File: src/rtl/taddr_pkg.sv
package taddr_pkg;
  localparam int unsigned COLS_DEF       = 40;
  localparam int unsigned ROWS_DEF       = 24;
  localparam int unsigned ADDR_W_DEF     = 16;
  localparam int unsigned GROUP_ROWS_DEF = 8;
  localparam int unsigned BASE_DEF       = 'h400;
  localparam int unsigned PAGE_OFS_DEF   = 'h400;
  localparam int unsigned ROW_STRIDE_DEF = 'h80;
  localparam int unsigned GRP_STRIDE_DEF = 'h28;

  typedef enum logic {
    SRC_DIRECT = 1'b0,
    SRC_SCAN   = 1'b1
  } src_e;
endpackage

File: src/rtl/taddr_cell_map.sv
module taddr_cell_map #(
  parameter int unsigned COLS       = 40,
  parameter int unsigned ROWS       = 24,
  parameter int unsigned ADDR_W     = 16,
  parameter int unsigned GROUP_ROWS = 8,
  parameter int unsigned BASE       = 'h400,
  parameter int unsigned PAGE_OFS   = 'h400,
  parameter int unsigned ROW_STRIDE = 'h80,
  parameter int unsigned GRP_STRIDE = 'h28,
  localparam int unsigned ROW_W     = $clog2(ROWS),
  localparam int unsigned COL_W     = $clog2(COLS),
  localparam int unsigned GRP_W     = $clog2(GROUP_ROWS)
) (
  input  logic [ROW_W-1:0]  row_i,
  input  logic [COL_W-1:0]  col_i,
  input  logic              page_i,
  output logic [ADDR_W-1:0] addr_o,
  output logic              in_range_o
);
  logic [GRP_W-1:0]       in_grp;
  logic [ROW_W-GRP_W-1:0] grp;

  // group size is a power of two: mod/div are bit slices
  assign in_grp = row_i[GRP_W-1:0];
  assign grp    = row_i[ROW_W-1:GRP_W];

  assign in_range_o = (32'(row_i) < ROWS) && (32'(col_i) < COLS);

  always_comb begin
    addr_o = ADDR_W'(BASE)
           + ADDR_W'(ROW_STRIDE) * ADDR_W'(in_grp)
           + ADDR_W'(GRP_STRIDE) * ADDR_W'(grp)
           + ADDR_W'(col_i);
    if (page_i) addr_o = addr_o + ADDR_W'(PAGE_OFS);
  end
endmodule

File: src/rtl/taddr_scan_ctr.sv
module taddr_scan_ctr #(
  parameter int unsigned COLS = 40,
  parameter int unsigned ROWS = 24,
  localparam int unsigned ROW_W = $clog2(ROWS),
  localparam int unsigned COL_W = $clog2(COLS)
) (
  input  logic             clk_i,
  input  logic             rst_ni,
  input  logic             adv_i,
  output logic [ROW_W-1:0] row_o,
  output logic [COL_W-1:0] col_o,
  output logic             last_col_o,
  output logic             last_row_o
);
  localparam logic [ROW_W-1:0] ROW_LAST = ROW_W'(ROWS - 1);
  localparam logic [COL_W-1:0] COL_LAST = COL_W'(COLS - 1);

  logic [ROW_W-1:0] row_q;
  logic [COL_W-1:0] col_q;

  assign last_col_o = (col_q == COL_LAST);
  assign last_row_o = (row_q == ROW_LAST);
  assign row_o      = row_q;
  assign col_o      = col_q;

  always_ff @(posedge clk_i or negedge rst_ni) begin
    if (!rst_ni) begin
      row_q <= '0;
      col_q <= '0;
    end else if (adv_i) begin
      if (last_col_o) begin
        col_q <= '0;
        row_q <= last_row_o ? '0 : row_q + 1'b1;
      end else begin
        col_q <= col_q + 1'b1;
      end
    end
  end

  assert_col_in_range_R4: assert property (@(posedge clk_i) disable iff (!rst_ni)
    32'(col_q) < COLS);
  assert_row_in_range_R5: assert property (@(posedge clk_i) disable iff (!rst_ni)
    32'(row_q) < ROWS);
  assert_col_wrap_R4: assert property (@(posedge clk_i) disable iff (!rst_ni)
    (adv_i && col_q == COL_LAST) |=> (col_q == '0));
  assert_row_step_R4: assert property (@(posedge clk_i) disable iff (!rst_ni)
    (adv_i && col_q == COL_LAST && row_q != ROW_LAST) |=> (row_q == $past(row_q) + 1'b1));
  assert_frame_wrap_R5: assert property (@(posedge clk_i) disable iff (!rst_ni)
    (adv_i && col_q == COL_LAST && row_q == ROW_LAST) |=> (row_q == '0));
  assert_hold_R8: assert property (@(posedge clk_i) disable iff (!rst_ni)
    (!adv_i) |=> ($stable(row_q) && $stable(col_q)));
endmodule

File: src/rtl/text_addr_gen.sv
module text_addr_gen
  import taddr_pkg::*;
#(
  parameter int unsigned COLS       = COLS_DEF,
  parameter int unsigned ROWS       = ROWS_DEF,
  parameter int unsigned ADDR_W     = ADDR_W_DEF,
  parameter int unsigned GROUP_ROWS = GROUP_ROWS_DEF,
  parameter int unsigned BASE       = BASE_DEF,
  parameter int unsigned PAGE_OFS   = PAGE_OFS_DEF,
  parameter int unsigned ROW_STRIDE = ROW_STRIDE_DEF,
  parameter int unsigned GRP_STRIDE = GRP_STRIDE_DEF,
  localparam int unsigned ROW_W     = $clog2(ROWS),
  localparam int unsigned COL_W     = $clog2(COLS)
) (
  input  logic              clk_i,
  input  logic              rst_ni,
  input  logic              scan_en_i,
  input  logic              step_i,
  input  logic              page_i,
  input  logic [ROW_W-1:0]  row_i,
  input  logic [COL_W-1:0]  col_i,
  output logic [ADDR_W-1:0] addr_o,
  output logic              valid_o,
  output logic              row_start_o,
  output logic              frame_end_o
);
  src_e             src;
  logic             adv;
  logic [ROW_W-1:0] cnt_row;
  logic [COL_W-1:0] cnt_col;
  logic             cnt_last_col, cnt_last_row;
  logic [ROW_W-1:0] sel_row;
  logic [COL_W-1:0] sel_col;
  logic [ADDR_W-1:0] cell_addr;
  logic             in_range;

  assign src = scan_en_i ? SRC_SCAN : SRC_DIRECT;
  assign adv = (src == SRC_SCAN) && step_i;

  taddr_scan_ctr #(.COLS(COLS), .ROWS(ROWS)) i_ctr (
    .clk_i      (clk_i),
    .rst_ni     (rst_ni),
    .adv_i      (adv),
    .row_o      (cnt_row),
    .col_o      (cnt_col),
    .last_col_o (cnt_last_col),
    .last_row_o (cnt_last_row)
  );

  assign sel_row = (src == SRC_SCAN) ? cnt_row : row_i;
  assign sel_col = (src == SRC_SCAN) ? cnt_col : col_i;

  taddr_cell_map #(
    .COLS(COLS), .ROWS(ROWS), .ADDR_W(ADDR_W), .GROUP_ROWS(GROUP_ROWS),
    .BASE(BASE), .PAGE_OFS(PAGE_OFS), .ROW_STRIDE(ROW_STRIDE), .GRP_STRIDE(GRP_STRIDE)
  ) i_map (
    .row_i      (sel_row),
    .col_i      (sel_col),
    .page_i     (page_i),
    .addr_o     (cell_addr),
    .in_range_o (in_range)
  );

  always_ff @(posedge clk_i or negedge rst_ni) begin
    if (!rst_ni) begin
      addr_o      <= '0;
      valid_o     <= 1'b0;
      row_start_o <= 1'b0;
      frame_end_o <= 1'b0;
    end else if (src == SRC_SCAN && !step_i) begin
      // stalled scan: present nothing
      addr_o      <= '0;
      valid_o     <= 1'b0;
      row_start_o <= 1'b0;
      frame_end_o <= 1'b0;
    end else begin
      addr_o      <= in_range ? cell_addr : '0;
      valid_o     <= in_range;
      row_start_o <= adv && (cnt_col == '0);
      frame_end_o <= adv && cnt_last_col && cnt_last_row;
    end
  end

  assert_invalid_zero_R7: assert property (@(posedge clk_i) disable iff (!rst_ni)
    (!valid_o) |-> (addr_o == '0));
  assert_frame_end_valid_R5: assert property (@(posedge clk_i) disable iff (!rst_ni)
    frame_end_o |-> (valid_o && !row_start_o));
  assert_row_start_valid_R6: assert property (@(posedge clk_i) disable iff (!rst_ni)
    row_start_o |-> valid_o);
  assert_direct_no_mark_R9: assert property (@(posedge clk_i) disable iff (!rst_ni)
    (!scan_en_i) |=> (!row_start_o && !frame_end_o));
  assert_stall_idle_R8: assert property (@(posedge clk_i) disable iff (!rst_ni)
    (scan_en_i && !step_i) |=> (!valid_o && !row_start_o && !frame_end_o));
endmodule

File: config.mk
export PLATFORM = sky130hd
export DESIGN_NAME = text_addr_gen
export DESIGN_NICKNAME = d
export VERILOG_FILES = /design/src/rtl/taddr_pkg.sv /design/src/rtl/taddr_cell_map.sv /design/src/rtl/taddr_scan_ctr.sv /design/src/rtl/text_addr_gen.sv
export SDC_FILE = /design/constraint.sdc
export NUM_CORES = 1
export LEC_CHECK = 0
export ABC_AREA = 1
export BUFFER_PORTS_ARGS = -buffer_cell sky130_fd_sc_hd__buf_2
export CORE_ASPECT_RATIO = 0.75
export CORE_MARGIN = 8
export CORE_UTILIZATION = 58
export DETAILED_ROUTE_END_ITERATION = 12
export GPL_ROUTABILITY_DRIVEN = 1
export HOLD_SLACK_MARGIN = 0.03
export PLACE_DENSITY = 0.84
export SLEW_MARGIN = 20
export SYNTH_ARGS = -nofsm -noshare
export SYNTH_HDL_FRONTEND = slang
export SYNTH_SLANG_ARGS = --single-unit
File: constraint.sdc
create_clock -name clk_i -period 4.8 [get_ports clk_i]
set_clock_uncertainty 0.2 [all_clocks]
set_input_delay 0.24 -clock clk_i [delete_from_list [all_inputs] [get_ports clk_i]]
set_output_delay 0.24 -clock clk_i [all_outputs]
set_load 0.02 [all_outputs]
==> results.toml, run 1 <==
[timing]
finalHoldViolCount = 0
fin_crit_ns = 2.48
worstMarginPinSlew_ns = 0.583
rsz0062_at_grt = "no"
timing.final.crit_share = 0.517
max_clock_freq_ghz = 0.403
finalSetupViolations = 0
maxSlewHeadroom = 0.611
hold_ws_ns = 0.150
slew_viol_final = 0
setup_tns_ns = 0

[synthesis]
postSynth.asyncResetShare = 1.00
ys_types = 29
seq_area_frac_synth = 0.426
synth.top_cell.area_share = 0.426
synth_area_leader_cell = "dfrtp_1"
syn_avg_cell_area_um2 = 8.48
ys.flop_type = "dfrtp_1"
syn_inst = 187
yosysWarnings = 0
synth_edf_count = 0
synth-seq-cells = 27
netlist_area_um2 = 1590
yosysMostFrequentCell = "nand2_1"
netlist_top_cells_area = "dfrtp_1, nand2_1, ha_1"
ys_top_cells_by_count = "nand2_1, dfrtp_1, inv_1, nor2_1"

[cells_and_area]
final_nets = 251
num_antenna_cells = 0
fillCellCount = 204
final_area_um2 = 1850
area_growth_pct = 16.4
drive_gt1_frac = 0.301
final_util = 0.710

[power_and_ir_drop]
clkPwrFrac = 0.145
swShare = 0.412
switchingPower_uw = 285
p_comb_frac = 0.395
powerDensity_nw_per_um2 = 375
power.internal_uw = 407
design_power_total_uw = 692
power.leakage_uw = 0.00101
pwr-share-seq = 0.459
ir_drop_uv = 257

[detailed_routing]
wirelength_mm = 3.18
drc_errors = 0
drt_iter0_drc = 87
avgViaCountPerCell = 4.89
wl_per_cell_um = 12.1
drtPass1Iterations = 4
dr_total_vias = 1281
ant_nets = 0

[clock_tree]
cts_num_sinks = 27
cts-root-buf = "clkbuf_4"
htreeDepth = 1
ctsLongestPathBuffers = 2
post_cts_buffers = 0
clkTransAtPathRegs_ns = 0.15
cts_made_buffers = 3
cts_tree = "yes"
clock_latency_ns = 0.33

[floorplan]
initial_core_util = 0.610
die_h_um = 61.3
coreArea_um2 = 2600
die-area_um2 = 4680
die_w_um = 76.4
ios = 35
rows = 16

[placed_design]
port-buffer-count = 31
hpwlAfterDp_mm = 2.53
gp_congestion = 0.869
placed_area_um2 = 1760

[grt]
grt_usage = 0.145
grt_pass1_wl_mm = 5.55
grt_max_degree = 28
grt_pass1_vias = 1266
antenna_found_initial = 0
overflow = 0

[setup_path]
critical_path.slowest_cell = "dfrtp_1"
critical_path_buf_inv_count = 2
crit_type = "reg2reg"
worstPathCellList = "nand2_1 -> nand2_1 -> ha_1 -> inv_1 -> fa_1 -> nor2_1 -> nor2_1 -> nor2_1 -> nand2_1 -> inv_1 -> ha_1 -> nor2_1 -> nor2_2"
cpPeakStageDelay_ns = 0.50
worstSetupEndpointType = "register"
start_kind = "register"
cp_max_fo = 7
arrival_ns = 2.51
critPathMostFrequentCell = "nor2_1"
critPathRequiredTime_ns = 4.83
cpLargestDelayFamily = "simple AND/OR/NAND/NOR gates"

[min_path]
min_path_type = "in2reg"

[run]
maxCapViolCount = 0

[outcome]
outcome = "complete, no violations"
-- registers in the layout (all words and copies together), names as in the netlist --
register and count:
addr_o 13, row_start_o 1, i_ctr.row_o 5, frame_end_o 1
i_ctr.col_o 6, valid_o 1
-- cells by family (layout without fill, tap and decap cells) --
kind of cell | after synthesis | in the layout | share of synthesized area
other cells | 1 | 3 | 0.00236
flops | 27 | 27 | 0.426
compound gates | 12 | 12 | 0.0450
mux | 3 | 3 | 0.0189
buf+inv | 28 | 65 | 0.0797
fa+ha+maj | 8 | 8 | 0.0678
xor+xnor | 4 | 4 | 0.0221
simple gates | 104 | 104 | 0.338
-- routing by layer --
metal	vias to the layer above	part of all wire	global-route usage
met1	596	0.48	0.180
met2	29	0.45	0.243
met4	0	0.0041	0.0272
li1	654	-	-
met5	-	0	0
met3	2	0.063	0.0525
-- final timing paths --
check,slack [ns],cells after the start,from,endpoint
setup / recovery,2.32,13,i_ctr.col_o[3],addr_o[11]
hold reg to reg,0.37,1,i_ctr.col_o[2],i_ctr.col_o[2]
hold / removal,0.15,6,row_i[0],addr_o[8]
max in group asynchronous,3.78,2,rst_ni,addr_o[8]
setup reg to reg,2.32,13,i_ctr.col_o[3],addr_o[11]
min in group asynchronous,0.22,2,rst_ni,i_ctr.col_o[5]
-- power by group through the flow --
| stage | Sequential (uW) | Combinational, uW | Clock, uW |
|---|---|---|---|
| finish | 318 | 274 | 101 |
| CTS | 318 | 277 | 103 |
| floorplan | 346 | 175 | 0 |
| detailed placement | 322 | 271 | 0 |
| global placement | 321 | 265 | 0 |
| global route | 325 | 309 | 111 |
-- tightest hold or removal path, cell delays in order --
cell and delay, ns:
buf_2 0.08, nand2_1 0.07, nand2_4 0.08, nand3_1 0.07, nand2_1 0.07, nor2_1 0.04
-- layout by cell type (no fill, tap or decap), drive strengths merged --
cell         instances
nand3               11
mux2i                3
buf                 31
nor2                33
nand2               54
or2                  1
a31o                 1
conb                 3
nor4                 1
nor3                 2
ha                   7
clkbuf               4
xor2                 4
nand4                2
dfrtp               27
o21ai               11
dlygate4sd3          6
fa                   1
inv                 24
-- cell type report --
type                    count  area (um2)  area share
multi-input cells         134         792       0.429
repair buffers             37         215       0.117
well taps                  36        45.0      0.0244
clock buffers               4        26.3      0.0142
flip-flops and latches     27         676       0.366
inverters                  24        92.6      0.0501
-- through the flow --
step                      cells  worst slack, ns
after CTS                   262             2.31
after global routing        262             2.03
after detailed placement    252             2.13
after global placement      252             2.21
after floorplan             189             2.56
final                       262             2.32
-- timing repair --
action | in CTS | in global routing
hold buffers | 6 | 0
endpoints found under the hold margin | 33 | 0
resized for setup | 0 | 0
Power figures use the tool's default switching activity.
==> inputs of run 2 (changes only) <==
ABC_AREA = 0   (was 1)
CORE_UTILIZATION = 53   (was 58)
PLACE_DENSITY = 0.78   (was 0.84)
clock period = 2.4 ns   (was 4.8 ns; I/O delays follow)
==> run 2 against run 1 <==
Design area down 3.5%. Cell count fell by 16%. Critical path type unchanged. Worst setup slack worse by 2.2 ns. Area after synthesis down 7.3%. Sequential share of layout area grew 1.3 points. Via count decreased by 9.2%. Utilization decreased by 3.0 points. Count of clock-buffer cells in the layout is 1 lower. Highest routed layer unchanged. Critical path depth down 3. Worst hold slack got worse by 0.086 ns.
==> results.toml, run 2 <==
[outcome]
outcome = "complete, no violations"

[synthesis]
netlist_area_um2 = 1470
postSynth.asyncResetShare = 1.00
synth_area_leader_cell = "dfrtp_1"
ys.flop_type = "dfrtp_1"
synth_edf_count = 0
netlist_top_cells_area = "dfrtp_1, ha_1, mux2i_1"
synth.top_cell.area_share = 0.459
syn_avg_cell_area_um2 = 10.3
seq_area_frac_synth = 0.459
synth-seq-cells = 27
yosysMostFrequentCell = "dfrtp_1"
ys_types = 38
ys_top_cells_by_count = "dfrtp_1, nand2_1, nor2_1, inv_1"
syn_inst = 143
yosysWarnings = 0

[placed_design]
hpwlAfterDp_mm = 2.34
gp_congestion = 0.876
port-buffer-count = 31

[floorplan]
coreArea_um2 = 2620
initial_core_util = 0.561
die_h_um = 61.6
rows = 16
ios = 35
die_w_um = 76.8
die-area_um2 = 4740

[cells_and_area]
top_register = "addr_o"
final_common_cell = "buf_2"
largest_reg_flops = 13
final_cell_mix = "buf_2, dfrtp_1, nand2_1"
num_antenna_cells = 0
area_growth_pct = 21.2
fillCellCount = 204
drive_gt1_frac = 0.297
final_nets = 210
seq_area_um2 = 676
multiInputGateArea_um2 = 728

[clock_tree]
cts_num_sinks = 27
htreeDepth = 1
ctsLongestPathBuffers = 2
clkTransAtPathRegs_ns = 0.09
cts_tree = "yes"
clock_latency_ns = 0.27
cts-root-buf = "clkbuf_8"
cts_made_buffers = 3

[grt]
grt_pass1_wl_mm = 5.09
grt_usage = 0.136
grt_pass1_vias = 1183
overflow = 0
grt_max_degree = 28
antenna_found_initial = 0

[min_path]
min_path_type = "in2reg"
hp-start = "row_i[0]"

[timing]
max_clock_freq_ghz = 0.437
timing.final.crit_share = 0.954
maxSlewHeadroom = 0.611
finalSetupViolations = 0
worstMarginPinSlew_ns = 0.584
slew_viol_final = 0
fin_crit_ns = 2.29
hold_ws_ns = 0.0635
finalHoldViolCount = 0

[detailed_routing]
ant_nets = 0
drc_errors = 0
drt_iter0_drc = 37
avgViaCountPerCell = 5.26
wl_per_cell_um = 13.8
dr_total_vias = 1163
drtPass1Iterations = 4
wirelength_mm = 3.05

[power_and_ir_drop]
power.leakage_uw = 0.000884
ir_drop_uv = 559
p_comb_frac = 0.352
clkPwrFrac = 0.181
pwr-share-seq = 0.468
switchingPower_uw = 516
powerDensity_nw_per_um2 = 782
design_power_total_uw = 1390
swShare = 0.370
power.internal_uw = 879

[setup_path]
start_kind = "register"
reg2reg_from = "i_ctr.row_o[3]"
startpoint = "i_ctr.row_o[3]"
worstSetupEndpointType = "register"
arrival_ns = 2.23
critPathRequiredTime_ns = 2.34
cp_max_fo = 4
crit_type = "reg2reg"

[run]
maxCapViolCount = 0
-- run 2: power by group through the flow --
stage	Clock, uW	Combinational [uW]	Sequential [uW]
after floorplan	0	264	719
after global placement	0	467	656
after detailed placement	0	483	660
after CTS	261	494	650
after global routing	273	549	669
final	252	490	652
-- run 2: final timing paths --
kind	endpoint	slack, ns	cells past startpoint
hold / removal	addr_o[7]	0.06	4
setup / recovery	addr_o[11]	0.11	10
setup reg to reg	addr_o[11]	0.11	10
max in group asynchronous	i_ctr.row_o[3]	1.44	2
hold reg to reg	row_start_o	0.35	1
min in group asynchronous	valid_o	0.18	2
-- run 2: logic make-up (layout without fill, tap and decap cells) --
kind of cell / Yosys count / in the layout / synth area share
buf+inv: 16 / 56 / 0.0595
compound gates: 21 / 21 / 0.0876
flops: 27 / 27 / 0.459
simple gates: 50 / 50 / 0.171
xor+xnor: 6 / 6 / 0.0357
mux: 14 / 14 / 0.111
fa+ha+maj: 8 / 8 / 0.0731
other cells: 1 / 3 / 0.00255
-- run 2: cell type report --
type	instances	area share
Multi-Input combinational cell	102	0.408
Sequential cell	27	0.379
Timing Repair Buffer	42	0.140
Tap cell	36	0.0253
Clock buffer	3	0.0232
Inverter	10	0.0211
Clock inverter	1	0.00281
-- run 2: repair_timing --
| action | 4_1_cts | 5_1_grt |
|---|---|---|
| gates cloned | 0 | 0 |
| hold buffers | 5 | 0 |
| hold endpoints to repair | 33 | 0 |
| resized for setup | 2 | 2 |
| pin swaps | 1 | 0 |
| endpoints found under the setup margin | 1 | 1 |
| setup buffers | 1 | 1 |
-- run 2: worst max-delay path, stage by stage (launching register included) --
cell     delay, ns
dfrtp_1       0.38
mux2_4        0.17
ha_1          0.17
inv_1         0.06
fa_1          0.39
nor2b_2       0.18
o21ai_2       0.11
nor2_2        0.15
ha_1          0.24
nand2_1       0.06
a21oi_1       0.06
-- run 2: through the flow --
stage                     setup WS (ns)  setup TNS, ns  utilization  instances  instance area, um2
after global placement            0.128              0        0.633        210                1660
after floorplan                   0.118              0            -        145                1480
after CTS                        0.0524              0        0.675        220                1770
after detailed placement       -0.00978       -0.00978        0.633        210                1660
after global routing           -0.00137       -0.00137        0.680        221                1780
final                             0.110              0        0.680        221                1780
-- run 2: routing by layer --
| layer | wire length (um) | global-route usage | part of all wire | up-vias |
|---|---|---|---|---|
| li1 | - | - | - | 567 |
| met1 | 1280 | 0.145 | 0.42 | 545 |
| met3 | 255 | 0.0598 | 0.084 | 12 |
| met5 | 0 | 0 | 0 | - |
| met4 | 104 | 0.0872 | 0.034 | 0 |
| met2 | 1400 | 0.222 | 0.46 | 39 |
==> inputs of run 3 (changes only) <==
CELL_PAD_IN_SITES_DETAIL_PLACEMENT = 1   (was unset)
CELL_PAD_IN_SITES_GLOBAL_PLACEMENT = 2   (was unset)
CORE_UTILIZATION = 33   (was 53)
==> run 3 against run 2 <==
Design area rose by 3.0%. Critical path depth unchanged. Sequential power about the same. Power is 2.6% higher. Via count is 1.4% lower. Fmax is 2.4% higher. Non-clock buffer count increased by 3. Count of clock-buffer cells in the layout unchanged. Worst hold slack got worse by 0.018 ns. Worst setup slack better by 0.054 ns. Critical endpoint unchanged. Largest cell class unchanged. Highest routed layer unchanged.
==> results.toml, run 3 (synthesized netlist as in run 2, its figures left out) <==
[outcome]
outcome = "complete, no violations"

[clock_tree]
ctsLongestPathBuffers = 2
cts_made_buffers = 3
clkTransAtPathRegs_ns = 0.09
htreeDepth = 1
cts-root-buf = "clkbuf_8"
clock_latency_ns = 0.27
cts_tree = "yes"
cts_num_sinks = 27

[placed_design]
hpwlAfterDp_mm = 2.66
place_ws_ns = 0.0143
gp_congestion = 0.784
port-buffer-count = 31

[grt]
grt_pass1_wl_mm = 5.71
grt_usage = 0.103
overflow = 0
antenna_found_initial = 0
grt_max_degree = 28
grt_pass1_vias = 1214

[cells_and_area]
fillCellCount = 517
seq_area_um2 = 677
final_common_cell = "buf_2"
final_cell_mix = "buf_2, dfrtp_1, nand2_1"
largest_reg_flops = 13
multiInputGateArea_um2 = 732
area_growth_pct = 24.8
final_nets = 213
final_util = 0.419
drive_gt1_frac = 0.319
top_register = "addr_o"
num_antenna_cells = 0

[detailed_routing]
drtPass1Iterations = 4
drc_errors = 0
ant_nets = 0
drt_iter0_drc = 24
avgViaCountPerCell = 4.68
wl_per_cell_um = 14.3
wirelength_mm = 3.51
dr_total_vias = 1147

[power_and_ir_drop]
power.leakage_uw = 0.000895
powerDensity_nw_per_um2 = 779
design_power_total_uw = 1430
ir_drop_uv = 417

[setup_path]
worstSetupEndpointType = "register"
critical_path.slowest_cell = "dfrtp_1"
arrival_ns = 2.17
cpPeakStageDelay_ns = 0.39
worstPathCellList = "mux2_4 -> ha_1 -> inv_1 -> fa_1 -> nor2b_2 -> o21ai_2 -> nor2_2 -> ha_1 -> nand2_1 -> a21oi_1"
crit_type = "reg2reg"
critPathMostFrequentCell = "ha_1"
start_kind = "register"
worstRegToRegCells = 10
critPathRequiredTime_ns = 2.34
cp_max_fo = 4

[timing]
hold_ws_ns = 0.0451
max_clock_freq_ghz = 0.447
slew_viol_final = 0
fin_ws_ns = 0.164
maxSlewHeadroom = 0.582
fin_crit_ns = 2.24
finalSetupViolations = 0
finalHoldViolCount = 0
worstMarginPinSlew_ns = 0.626
setup_tns_ns = 0
timing.final.crit_share = 0.932

[floorplan]
ios = 35
coreArea_um2 = 4390
die-area_um2 = 6870
rows = 21
die_w_um = 93.1
die_h_um = 73.8
initial_core_util = 0.335

[min_path]
min_path_type = "in2reg"
hold_depth = 4

[run]
maxCapViolCount = 0
[run 3: final timing paths]
check | slack (ns) | to | startpoint
min in group asynchronous | 0.20 | i_ctr.col_o[2] | rst_ni
min reg2reg | 0.36 | i_ctr.row_o[0] | i_ctr.row_o[0]
max | 0.16 | addr_o[11] | i_ctr.row_o[3]
max in group asynchronous | 1.36 | i_ctr.row_o[4] | rst_ni
min | 0.05 | addr_o[8] | row_i[1]
max reg2reg | 0.16 | addr_o[11] | i_ctr.row_o[3]
[run 3: metrics by stage]
stage | instances | area [um2]
global placement | 232 | 1690
floorplan | 145 | 1480
finish | 245 | 1840
detailed placement | 232 | 1690
CTS | 241 | 1790
global route | 245 | 1840
[run 3: repair_timing]
action	4_1_cts	5_1_grt
setup endpoints to repair	0	2
setup buffers	0	4
gates resized for setup	0	6
hold buffers	5	0
endpoints found under the hold margin	33	0
[run 3: metal layers]
layer,global-route usage,wire length (um),share of wire,vias up
li1,-,-,-,576
met1,0.133,1680,0.48,552
met2,0.167,1660,0.47,17
met3,0.0306,168,0.048,2
met4,0.0160,8,0.0023,0
met5,0,0,0,-
[run 3: cell type report]
cell class / instances / share of cell area
well taps: 57 / 0.0388
multi-input cells: 102 / 0.399
repair buffers: 45 / 0.149
inverters: 10 / 0.0204
flip-flops and latches: 27 / 0.369
clock inverters: 1 / 0.00272
clock buffers: 3 / 0.0225
[run 3: critical path: cells and delay by family, from the launching register on]
family	cells	cell delay (ns)
adder cells (fa/ha/maj)	3	0.71
AND/OR/NAND/NOR	3	0.20
AO/OA/AOI/OAI	2	0.25
multiplexers	1	0.27
flip-flops	1	0.39
buffers and inverters	1	0.07
[run 3: report_power, final]
group	switching, uW	leakage, uW	internal (uW)
Clock	138	0.0000255	116
Combinational	308	0.000522	217
Sequential	90.1	0.000347	561
Total	537	0.000895	894
